===== config.mk =====
export PLATFORM = sky130hd
export DESIGN_NAME = lcd_init_serializer
export DESIGN_NICKNAME = d
export VERILOG_FILES = /design/src/rtl/lcd_ser_pkg.sv /design/src/rtl/lcd_bit_timer.sv /design/src/rtl/lcd_cmd_table.sv /design/src/rtl/lcd_init_serializer.sv
export SDC_FILE = /design/constraint.sdc
export NUM_CORES = 1
export LEC_CHECK = 0
export BUFFER_PORTS_ARGS = -buffer_cell sky130_fd_sc_hd__clkbuf_2
export CAP_MARGIN = 20
export CORE_MARGIN = 2
export CORE_UTILIZATION = 40
export CTS_CLUSTER_SIZE = 12
export DETAILED_ROUTE_END_ITERATION = 7
export MAX_ROUTING_LAYER = met4
export PLACE_DENSITY = 0.68
export SLEW_MARGIN = 0
export SYNTH_ARGS = -nofsm -noshare
export SYNTH_HDL_FRONTEND = slang
export SYNTH_SLANG_ARGS = --single-unit

===== constraint.sdc =====
create_clock -name clk -period 2.05 [get_ports clk]
set_input_delay 0.205 -clock clk [delete_from_list [all_inputs] [get_ports clk]]
set_output_delay 0.205 -clock clk [all_outputs]
set_load 0.1 [all_outputs]

===== src/rtl/lcd_ser_pkg.sv =====
package lcd_ser_pkg;

    localparam int unsigned FRAME_W = 9;
    localparam int unsigned CODE_W  = 8;
    localparam logic        DC_CMD  = 1'b0;

    typedef enum logic [2:0] {
        ST_IDLE     = 3'd0,
        ST_LOAD     = 3'd1,
        ST_SHIFT    = 3'd2,
        ST_WAIT     = 3'd3,
        ST_NEXT_CMD = 3'd4,
        ST_DONE     = 3'd5
    } ser_state_e;

    // Power-up command list, in send order.
    function automatic logic [CODE_W-1:0] init_cmd(input int unsigned i);
        case (i)
            0:       return 8'h11;  // leave sleep
            1:       return 8'h03;  // booster on
            default: return 8'h00;
        endcase
    endfunction

endpackage


===== src/rtl/lcd_bit_timer.sv =====
module lcd_bit_timer #(
    parameter int unsigned HOLD_CYCLES = 8388608
) (
    input  logic clk,
    input  logic rst,
    input  logic run,
    output logic tick,
    output logic half
);
    localparam int unsigned CNT_W = $clog2(HOLD_CYCLES + 1);
    localparam int unsigned HALF  = HOLD_CYCLES / 2;

    typedef struct packed {
        logic [CNT_W-1:0] cnt;
        logic             tick;
    } tmr_t;

    tmr_t r_d, r_q;

    always_comb begin
        r_d = r_q;
        if (!run) begin
            r_d.cnt  = '0;
            r_d.tick = 1'b0;
        end else if (r_q.cnt == CNT_W'(HOLD_CYCLES)) begin
            r_d.cnt  = '0;
            r_d.tick = 1'b1;
        end else begin
            r_d.cnt  = r_q.cnt + 1'b1;
            r_d.tick = 1'b0;
        end
    end

    always_ff @(posedge clk) begin
        if (rst) begin
            r_q <= '0;
        end else begin
            r_q <= r_d;
        end
    end

    assign tick = r_q.tick;
    assign half = (r_q.cnt >= CNT_W'(HALF));

endmodule


===== src/rtl/lcd_cmd_table.sv =====
module lcd_cmd_table
    import lcd_ser_pkg::*;
#(
    parameter int unsigned NUM_CMDS = 2,
    parameter int unsigned IDX_W    = 1
) (
    input  logic [IDX_W-1:0]  idx,
    output logic [CODE_W-1:0] code,
    output logic              last
);
    always_comb begin
        code = init_cmd(int'(idx));
        last = (idx == IDX_W'(NUM_CMDS - 1));
    end
endmodule


===== src/rtl/lcd_init_serializer.sv =====
module lcd_init_serializer
    import lcd_ser_pkg::*;
#(
    parameter int unsigned HOLD_CYCLES = 8388608,
    parameter int unsigned NUM_CMDS    = 2
) (
    input  logic clk,
    input  logic rst,
    input  logic start,
    output logic cs_n,
    output logic sclk,
    output logic sdo,
    output logic lcd_rst_n,
    output logic done
);
    localparam int unsigned IDX_W  = (NUM_CMDS > 1) ? $clog2(NUM_CMDS) : 1;
    localparam int unsigned BCNT_W = $clog2(FRAME_W + 1);

    typedef struct packed {
        ser_state_e          st;
        logic [FRAME_W-1:0]  frame;
        logic [BCNT_W-1:0]   bits;
        logic [IDX_W-1:0]    idx;
        logic                cs_n;
        logic                sclk;
        logic                sdo;
        logic                done;
        logic                rst_n;
    } ctl_t;

    ctl_t r_d, r_q;

    logic              pace_run;
    logic              pace_tick;
    logic              pace_half;
    logic [CODE_W-1:0] cmd_code;
    logic              cmd_last;

    lcd_bit_timer #(
        .HOLD_CYCLES(HOLD_CYCLES)
    ) u_timer (
        .clk (clk),
        .rst (rst),
        .run (pace_run),
        .tick(pace_tick),
        .half(pace_half)
    );

    lcd_cmd_table #(
        .NUM_CMDS(NUM_CMDS),
        .IDX_W   (IDX_W)
    ) u_table (
        .idx (r_q.idx),
        .code(cmd_code),
        .last(cmd_last)
    );

    always_comb begin
        r_d       = r_q;
        r_d.rst_n = 1'b1;
        pace_run  = 1'b0;
        case (r_q.st)
            ST_IDLE, ST_DONE: begin
                r_d.cs_n = 1'b1;
                r_d.sclk = 1'b0;
                if (start) begin
                    r_d.st   = ST_LOAD;
                    r_d.done = 1'b0;
                    r_d.idx  = '0;
                end
            end
            ST_LOAD: begin
                r_d.frame = {DC_CMD, cmd_code};
                r_d.bits  = '0;
                r_d.cs_n  = 1'b0;
                r_d.st    = ST_SHIFT;
            end
            ST_SHIFT: begin
                r_d.sdo   = r_q.frame[FRAME_W-1];
                r_d.frame = {r_q.frame[FRAME_W-2:0], 1'b0};
                r_d.bits  = r_q.bits + 1'b1;
                r_d.sclk  = 1'b0;
                r_d.st    = ST_WAIT;
            end
            ST_WAIT: begin
                pace_run = 1'b1;
                r_d.sclk = pace_half && !pace_tick;
                if (pace_tick) begin
                    if (r_q.bits == BCNT_W'(FRAME_W)) begin
                        r_d.cs_n = 1'b1;
                        r_d.sdo  = 1'b0;
                        r_d.st   = ST_NEXT_CMD;
                    end else begin
                        r_d.st = ST_SHIFT;
                    end
                end
            end
            ST_NEXT_CMD: begin
                pace_run = 1'b1;
                r_d.cs_n = 1'b1;
                r_d.sclk = 1'b0;
                if (pace_tick) begin
                    if (cmd_last) begin
                        r_d.done = 1'b1;
                        r_d.st   = ST_DONE;
                    end else begin
                        r_d.idx = r_q.idx + 1'b1;
                        r_d.st  = ST_LOAD;
                    end
                end
            end
            default: r_d.st = ST_IDLE;
        endcase
    end

    always_ff @(posedge clk) begin
        if (rst) begin
            r_q       <= '0;
            r_q.st    <= ST_IDLE;
            r_q.cs_n  <= 1'b1;
        end else begin
            r_q <= r_d;
        end
    end

    assign cs_n      = r_q.cs_n;
    assign sclk      = r_q.sclk;
    assign sdo       = r_q.sdo;
    assign done      = r_q.done;
    assign lcd_rst_n = r_q.rst_n;

endmodule


==> results.cfg, run 1 <==
[logic_synthesis]
synth_area_leaders = dfxtp_1, nor2_1, o21ai_0
netlist_area_um2 = 2240
synth_compound_area_frac = 0.189
ys_seq_area_frac = 0.421
yosysTopAreaCellShare = 0.421
async_flop_share = 0
syn_inst = 264
yosys_warnings = 0
synth-edff-count = 0
synth.largest_area_cell = dfxtp_1
synth_xor_area_frac = 0.0548
muxShareOfSynthArea = 0.0145
synthAdderAreaFrac = 0.0224
synth-simple-area-share = 0.258
yosysUniqueCellTypes = 50
synth.avg_cell_area_um2 = 8.47
syn-num-nets = 271
ys.flop_type = dfxtp_1
synth_top_family_by_area = simple AND/OR/NAND/NOR gates
ys_seq_elements = 47

[clocking]
cts.path.max_buffers = 2
clock_sinks = 47
hold_buffers = 0
cts_setup_buffers = 0
ctsResizeCount = 0
clk_transition_reported_paths_ps = 80
cts-root-buf = clkbuf_8
cts_made_buffers = 5
cts_tree = built
htree_levels = 2
clock_latency_ps = 290

[global_routing]
grt_pass1_wl_um = 7890
met1_usage = 0.207
grtUsageMet3 = 0.0341
use_met2 = 0.256
globalRouteTotalUtil = 0.161
antenna_found_initial = 0
grt_overflow = 0
busiest_layer = met2
grt_max_degree = 20
grt_pass1_vias = 1729

[finish]
n_antenna_cell = 0
syn2layout_area_growth_pct = 11.4
final_core_util = 0.458
drive_above_1_share = 0.123
num-nets-final = 282
fin_cells = 348

[die]
die_w_um = 78.8
initial_utilization = 0.411
die-area_um2 = 6200
fp-row-count = 27
pin_count = 8
die_h_um = 78.8
core-area_um2 = 5440

[placement]
dp_hpwl_um = 3090
dp_cells = 340
io_buffers = 7
gp_congestion = 0.842
place_ws_ps = 130

[sta]
fin_worst_skew_ps = 7.97
timing_hold_violations_final = 0
rsz0062_at_grt = false
worst_pin_slew_ps = 542
fin_crit_sh = 0.890
finalCriticalPeriod_ps = 1820
tns_ps = 0
slew_headroom = 0.641
finalSetupViolCount = 0
max_freq_ghz = 0.548
maxSlewViolCount = 0
layout_setup_ws_ps = 226

[critical_path]
max_stage_delay_ps = 610
cp_cell_sequence = nand4_4, or4_4, or3_1, a21oi_1
cp_max_fo = 9
critPathKind = flip-flop to flip-flop
cpMaxStageDelayCell = or4_4
cp.arrival_ps = 2050
required_ps = 2280
crit_path_start_kind = flip-flop
endpoint_kind = flip-flop
cp_num_buf_inv = 0
cp_top_family = simple AND/OR/NAND/NOR gates

[min_path]
hold_path_class = primary input to flip-flop

[route]
dr.pass1.iters = 4
wl_per_cell_um = 12.8
via_per_inst = 5.57
dr_total_vias = 1937
drc_errors = 0
antenna_left = 0
drt_iter0_markers = 114
postRouteWirelength_um = 4470

[power_and_ir_drop]
powerDensity_nw_per_um2 = 774
total_power_uw = 1930
vdd_drop_max_mv = 0.346
p_leak_uw = 0.000848

[run_status]
status = finished, final reports clean

[job]
drv_cap = 0
==> synthesized netlist by cell type, drive strengths merged (2+ instances only) <==
cell type,instances
nor4,6
buf,4
dfxtp,47
nor2b,3
nor3,5
nand2,13
nor3b,2
a21oi,16
mux2,2
o22ai,2
inv,10
o21bai,2
or4,2
ha,4
clkbuf,9
o221a,2
or3,11
nand4,7
a22o,6
and4,2
a211oi,2
o21ai,17
xor2,5
nand3,7
nand2b,2
and3b,2
xnor2,9
a22oi,10
nor2,39
==> flip-flops by register name, indices dropped and copies added, names as in the netlist <==
name and count:
u_timer.r_q 24, r_q 17, cs_n 1, done 1
lcd_rst_n 1, sclk 1, sdo 1, u_timer.tick 1
==> logic make-up (layout without fill, tap and decap cells) <==
kind of cell             count (synthesis)  in the layout
adder cells (fa/ha/maj)                  4              4
flip-flops                              47             47
XOR/XNOR                                14             14
multiplexers                             3              3
buffers and inverters                   23             35
AO/OA/AOI/OAI                           65             65
AND/OR/NAND/NOR                        108            108
==> per-layer routing <==
layer / wire length, um / up-vias
met3: 113 / 5
met1: 2210 / 936
met5: 0 / -
li1: - / 974
met4: 44 / 0
met2: 2110 / 22
==> placed cells by master, fill, tap and decap left out, types with 3 or more instances in the layout <==
| master | instances |
|---|---|
| nor2_1 | 39 |
| ha_1 | 4 |
| xnor2_1 | 9 |
| a22oi_1 | 10 |
| inv_1 | 9 |
| xor2_1 | 5 |
| or3_1 | 11 |
| a22o_1 | 6 |
| nand4_1 | 5 |
| clkbuf_8 | 7 |
| nor2b_1 | 3 |
| a21oi_1 | 16 |
| nand3_1 | 7 |
| buf_4 | 10 |
| dfxtp_1 | 47 |
| o21ai_0 | 17 |
| nor4_1 | 6 |
| nand2_1 | 13 |
| nor3_1 | 5 |
| clkbuf_2 | 7 |
==> metrics by stage <==
step / hold slack, ps / cell area [um2]
detailed placement: 476 / 2380
global placement: 463 / 2380
finish: 165 / 2490
global route: 164 / 2490
floorplan: 446 / 2240
CTS: 165 / 2480
==> where the power goes <==
group	total (uW)	leakage [uW]	switching [uW]	internal, uW
combinational	336	0.000416	205	131
clock	594	0.0000515	286	308
sequential	1000	0.000380	51.8	948
==> final timing paths <==
path,start,end,slack [ps],cells past startpoint
hold reg to reg,sclk$_SDFFE_PP0P_,sclk$_SDFFE_PP0P_,490,2
hold / removal,rst,lcd_rst_n$_DFF_P_,170,2
setup reg to reg,u_timer.r_q[5]$_SDFF_PP0_,u_timer.r_q[18]$_SDFF_PP0_,230,4
setup / recovery,u_timer.r_q[5]$_SDFF_PP0_,u_timer.r_q[18]$_SDFF_PP0_,230,4
==> area by class of cell <==
class / count / area, um2
repair buffers: 17 / 110
clock buffers: 8 / 100
flip-flops and latches: 47 / 941
multi-input cells: 194 / 1210
well taps: 72 / 90.1
inverters: 10 / 37.5
fillers: 519 / 2950
(Power assumes the default switching activity.)
==> inputs of run 2 (changes only) <==
Clock period 2.05 ns to 1.8 ns, I/O delays scaled along.
==> run 2 against run 1 <==
Effect of this change:
- final area rose by 4.1%
- total power rose by 12%
- non-clock buffer count rose by 14
- global-route usage rose by 0.84 points
- count of clock-buffer cells in the layout fell by 2
- clock skew rose by 0.92 ps
- via count rose by 0.83%
- wire length rose by 2.8%
- cell count rose by 3.7%
- sequential share of layout area fell by 1.4 points
==> results.cfg, run 2 (synthesis gave the netlist of run 1 again) <==
[die]
die_h_um = 78.8
fp-row-count = 27
core-area_um2 = 5440
die_w_um = 78.8
die-area_um2 = 6200
initial_utilization = 0.411
pin_count = 8

[critical_path]
endpoint_kind = flip-flop
r2r_end = u_timer.r_q[17]$_SDFF_PP0_
r2r_cells = 5
required_ps = 2030
worstReg2RegStart = u_timer.r_q[2]$_SDFF_PP0_
crit_path_start_kind = flip-flop
path_depth = 5
cp_top_family = simple AND/OR/NAND/NOR gates
critPathKind = flip-flop to flip-flop
cpMaxStageDelayCell = or4_4
cp_max_fo = 8
cp_num_buf_inv = 0
worstSetupStartpoint = u_timer.r_q[2]$_SDFF_PP0_
cp.arrival_ps = 1910
critPathCapture = u_timer.r_q[17]$_SDFF_PP0_
ff2ff_setup_slack_ps = 120
max_stage_delay_ps = 540
cp_cell_sequence = ha_2, nand3_2, or4_4, or3_1, a21oi_1

[global_routing]
antenna_found_initial = 0
grt_overflow = 0
globalRouteTotalUtil = 0.169
grt_max_degree = 23
grt_pass1_wl_um = 8210
grt_pass1_vias = 1812

[finish]
num-nets-final = 296
final_cell_area_um2 = 2590
largest_registers = u_timer.r_q (24), r_q (17)
multi_input_area_um2 = 1220
largest_reg_flops = 24
largest_register = u_timer.r_q
drive_above_1_share = 0.176
final_common_cell = dfxtp_1
fillCellCount = 526
syn2layout_area_growth_pct = 15.9
layout_common_cells = dfxtp_1, nor2_1, buf_4
fin_cells = 361
n_antenna_cell = 0
register_area_um2 = 942

[placement]
io_buffers = 7
dp_cells = 354
place_ws_ps = 51.9
dp_hpwl_um = 3300
gp_congestion = 0.847
place_area_um2 = 2500

[sta]
rsz0062_at_grt = true
slew_headroom = 0.645
fin_worst_skew_ps = 8.88
worst_pin_slew_ps = 519
finalCriticalPeriod_ps = 1680
fin_crit_sh = 0.936
timing_hold_violations_final = 0
finalSetupViolCount = 0
max_freq_ghz = 0.594
maxSlewViolCount = 0
layout_setup_ws_ps = 116

[route]
antenna_left = 0
dr_total_vias = 1953
drt_iter0_markers = 109
drc_errors = 0
via_per_inst = 5.41
dr.pass1.iters = 4
wl_per_cell_um = 12.7
postRouteWirelength_um = 4590

[clocking]
clk_transition_reported_paths_ps = 90
cts_tree = built
cts-root-buf = clkbuf_8
clock_sinks = 47
clock_latency_ps = 290
cts_setup_buffers = 0
cts_made_buffers = 5
cts.path.max_buffers = 2
htree_levels = 2

[job]
drv_cap = 0

[power_and_ir_drop]
p_leak_uw = 0.000912
comb_power_share = 0.186
seq_power_share = 0.520
swShare = 0.288
vdd_drop_max_mv = 0.330
powerDensity_nw_per_um2 = 834
internal-power_uw = 1540
pwr-share-clk = 0.294
switchingPower_uw = 622

[run_status]
status = finished, final reports clean

[min_path]
hold_path_class = primary input to flip-flop
## run 2: power groups by stage
stage / clock, uW / combinational [uW] / sequential [uW]
after global routing: 710 / 452 / 1130
after floorplan: 0 / 266 / 1160
after CTS: 651 / 403 / 1120
after detailed placement: 0 / 402 / 1150
after global placement: 0 / 397 / 1150
final: 635 / 402 / 1120
## run 2: metrics by stage
step	setup TNS [ps]	utilization	hold slack, ps	power, uW
finish	0	0.477	149	2160
global route	-25.4	0.477	151	2290
CTS	0	0.475	134	2180
detailed placement	0	0.459	447	1550
global placement	0	0.459	450	1550
floorplan	0	-	430	1430
## run 2: metal layers
metal  part of all wire  routed length [um]  track usage  vias to the layer above
li1                   -                   -            -                      999
met1               0.50                2300        0.221                      925
met2               0.46                2090        0.265                       22
met3              0.030                 137       0.0375                        7
met4              0.014                  65       0.0474                        0
met5                  0                   0            -                        -
## run 2: worst min path at each step
stage / from / end / cells after the start / slack (ps)
after floorplan: u_timer.r_q[1]$_SDFF_PP0_ / u_timer.r_q[1]$_SDFF_PP0_ / 1 / 430
after global placement: rst / lcd_rst_n$_DFF_P_ / 2 / 450
after detailed placement: rst / lcd_rst_n$_DFF_P_ / 2 / 450
after CTS: rst / lcd_rst_n$_DFF_P_ / 2 / 130
after global routing: rst / lcd_rst_n$_DFF_P_ / 2 / 150
final: rst / lcd_rst_n$_DFF_P_ / 2 / 150
## run 2: worst register-to-register path: cells and delay by family (launching register included)
family          cells  cell delay (ps)
simple gates        3              950
flops               1              340
fa+ha+maj           1              190
compound gates      1              130
## run 2: timing repair
action | CTS | global route
endpoints found under the setup margin | 0 | 8
hold buffers | 0 | 0
resized for setup | 0 | 2
## run 2: final cells by class
class	count	share of cell area
multi-input cells	194	0.471
flip-flops and latches	47	0.363
repair buffers	31	0.0830
well taps	72	0.0347
clock buffers	6	0.0319
inverters	10	0.0145
clock inverters	1	0.00193
==> inputs of run 3 (changes only) <==
Settings changed: CORE_ASPECT_RATIO set to 1.4, PLACE_DENSITY 0.68 to 0.67, SYNTH_HIERARCHICAL set to 1.
Clock period 1.8 ns to 2 ns, I/O delays scaled along.
==> run 3 against run 2 <==
Effect of this change:
- first-iteration DRC count decreased by 28%
- critical path depth unchanged
- sequential cell count unchanged
- largest cell class unchanged
- largest power group unchanged
- highest routed layer unchanged
==> results.cfg, run 3 <==
[critical_path]
required_ps = 2230
cp.arrival_ps = 2120
cp_max_fo = 8
critPathKind = flip-flop to flip-flop
ff2ff_setup_slack_ps = 110
endpoint_kind = flip-flop
crit_path_start_kind = flip-flop

[global_routing]
grt_pass1_wl_um = 7400
grt_overflow = 0
grt_pass1_vias = 1667
grt_max_degree = 22
globalRouteTotalUtil = 0.152
antenna_found_initial = 0

[placement]
dp_hpwl_um = 3100
gp_congestion = 0.750
place_area_um2 = 2400
io_buffers = 7
dp_cells = 339
place_ws_ps = 122

[logic_synthesis]
ys.flop_type = dfxtp_1
ys_seq_elements = 47
muxShareOfSynthArea = 0.0173
synthAdderAreaFrac = 0.0217
yosys_warnings = 6
synth-edff-count = 0
netlist_area_um2 = 2310
synth_area_leaders = dfxtp_1, a21oi_1, nand3_1
synth.largest_area_cell = dfxtp_1
ys_seq_area_frac = 0.407
syn_inst = 271
yosysTopAreaCellShare = 0.407
synth_most_common_cell = dfxtp_1
synth_xor_area_frac = 0.0568
synth-simple-area-share = 0.283
async_flop_share = 0
synth_compound_area_frac = 0.138
yosys-top-cells-count = dfxtp_1, a21oi_1, nor2_1
synth.avg_cell_area_um2 = 8.53
synth_top_family_by_area = simple AND/OR/NAND/NOR gates
yosysUniqueCellTypes = 49

[sta]
rsz0062_at_grt = false
finalSetupViolCount = 0
tns_ps = 0
fin_worst_skew_ps = 6.37
max_freq_ghz = 0.530
fin_crit_sh = 0.944
layout_setup_ws_ps = 112
slew_headroom = 0.642
worst_pin_slew_ps = 540
timing_hold_violations_final = 0
finalCriticalPeriod_ps = 1890
maxSlewViolCount = 0

[route]
wl_per_cell_um = 12.6
postRouteWirelength_um = 4360
dr_total_vias = 1853
drc_errors = 0
drt_iter0_markers = 79
dr.pass1.iters = 4
via_per_inst = 5.36
antenna_left = 0

[finish]
layout_common_cells = dfxtp_1, nor2_1, a21oi_1
fillCellCount = 556
largest_register = u_timer/r_q
syn2layout_area_growth_pct = 7.85
final_cell_area_um2 = 2490
drive_above_1_share = 0.108
largest_reg_flops = 24
fin_cells = 346
n_antenna_cell = 0
largest_registers = u_timer/r_q (24), r_q (17)
final_common_cell = dfxtp_1
num-nets-final = 285

[clocking]
hold_buffers = 0
ctsResizeCount = 0
clock_latency_ps = 290
cts_tree = built
htree_levels = 2
clk_transition_reported_paths_ps = 90
cts_setup_buffers = 0
cts-root-buf = clkbuf_8
cts_made_buffers = 5
cts.path.max_buffers = 2
clock_sinks = 47

[power_and_ir_drop]
powerDensity_nw_per_um2 = 685
p_leak_uw = 0.000829
vdd_drop_max_mv = 0.287

[min_path]
hold_path_class = primary input to flip-flop

[die]
core-area_um2 = 5570
initial_utilization = 0.415
fp-row-count = 32
pin_count = 8
die_w_um = 68.2
die_h_um = 93.9
die-area_um2 = 6410

[job]
drv_cap = 0

[run_status]
status = finished, final reports clean
run 3: area by class of cell:
cell class,instances,area (um2),area share
multi-input combinational,193,1220,0.488
sequential,47,941,0.378
timing repair buffer,17,110,0.0442
tap,68,85.1,0.0341
clock buffer,6,82.6,0.0331
inverter,14,52.6,0.0211
clock inverter,1,5.00,0.00201
run 3: critical path, stage by stage (launching register included):
cell and delay, ps:
dfxtp_1 410, ha_1 210, nand3_1 100, or4_1 620, or3_1 350, a21oi_1 140
run 3: worst paths after layout:
| path | startpoint | end | cells past startpoint |
|---|---|---|---|
| min reg2reg | r_q[17]$_SDFFE_PP0N_ | r_q[18]$_SDFFE_PP0N_ | 2 |
| max reg2reg | u_timer/r_q[1]$_SDFF_PP0_ | u_timer/r_q[23]$_SDFF_PP0_ | 5 |
| max | u_timer/r_q[1]$_SDFF_PP0_ | u_timer/r_q[23]$_SDFF_PP0_ | 5 |
| min | start | r_q[21]$_SDFFE_PP0P_ | 4 |
run 3: cell families after synthesis:
logic type	after synthesis
AO/OA/AOI/OAI	52
buffers and inverters	35
multiplexers	4
AND/OR/NAND/NOR	112
flip-flops	47
XOR/XNOR	15
other	2
adder cells (fa/ha/maj)	4
run 3: power breakdown:
group	switching [uW]	total [uW]	internal, uW	leakage (uW)
combinational	98.5	153	54.3	0.000402
clock	304	576	272	0.0000470
sequential	20.9	978	957	0.000380
run 3: per-layer routing:
| metal | vias to the layer above | wire (um) | track usage | share of wire |
|---|---|---|---|---|
| met5 | - | 0 | - | 0 |
| met4 | 0 | 57 | 0.0550 | 0.013 |
| met3 | 6 | 104 | 0.0288 | 0.024 |
| met2 | 22 | 2150 | 0.245 | 0.49 |
| met1 | 857 | 2040 | 0.187 | 0.47 |
| li1 | 968 | - | - | - |
run 3: per-stage QoR:
step	hold WS, ps	total power (uW)	utilization
2_1_floorplan	279	1120	-
3_3_place_gp	437	1150	0.432
3_5_place_dp	448	1150	0.432
4_1_cts	254	1730	0.448
5_1_grt	310	1780	0.448
6_report	261	1710	0.448
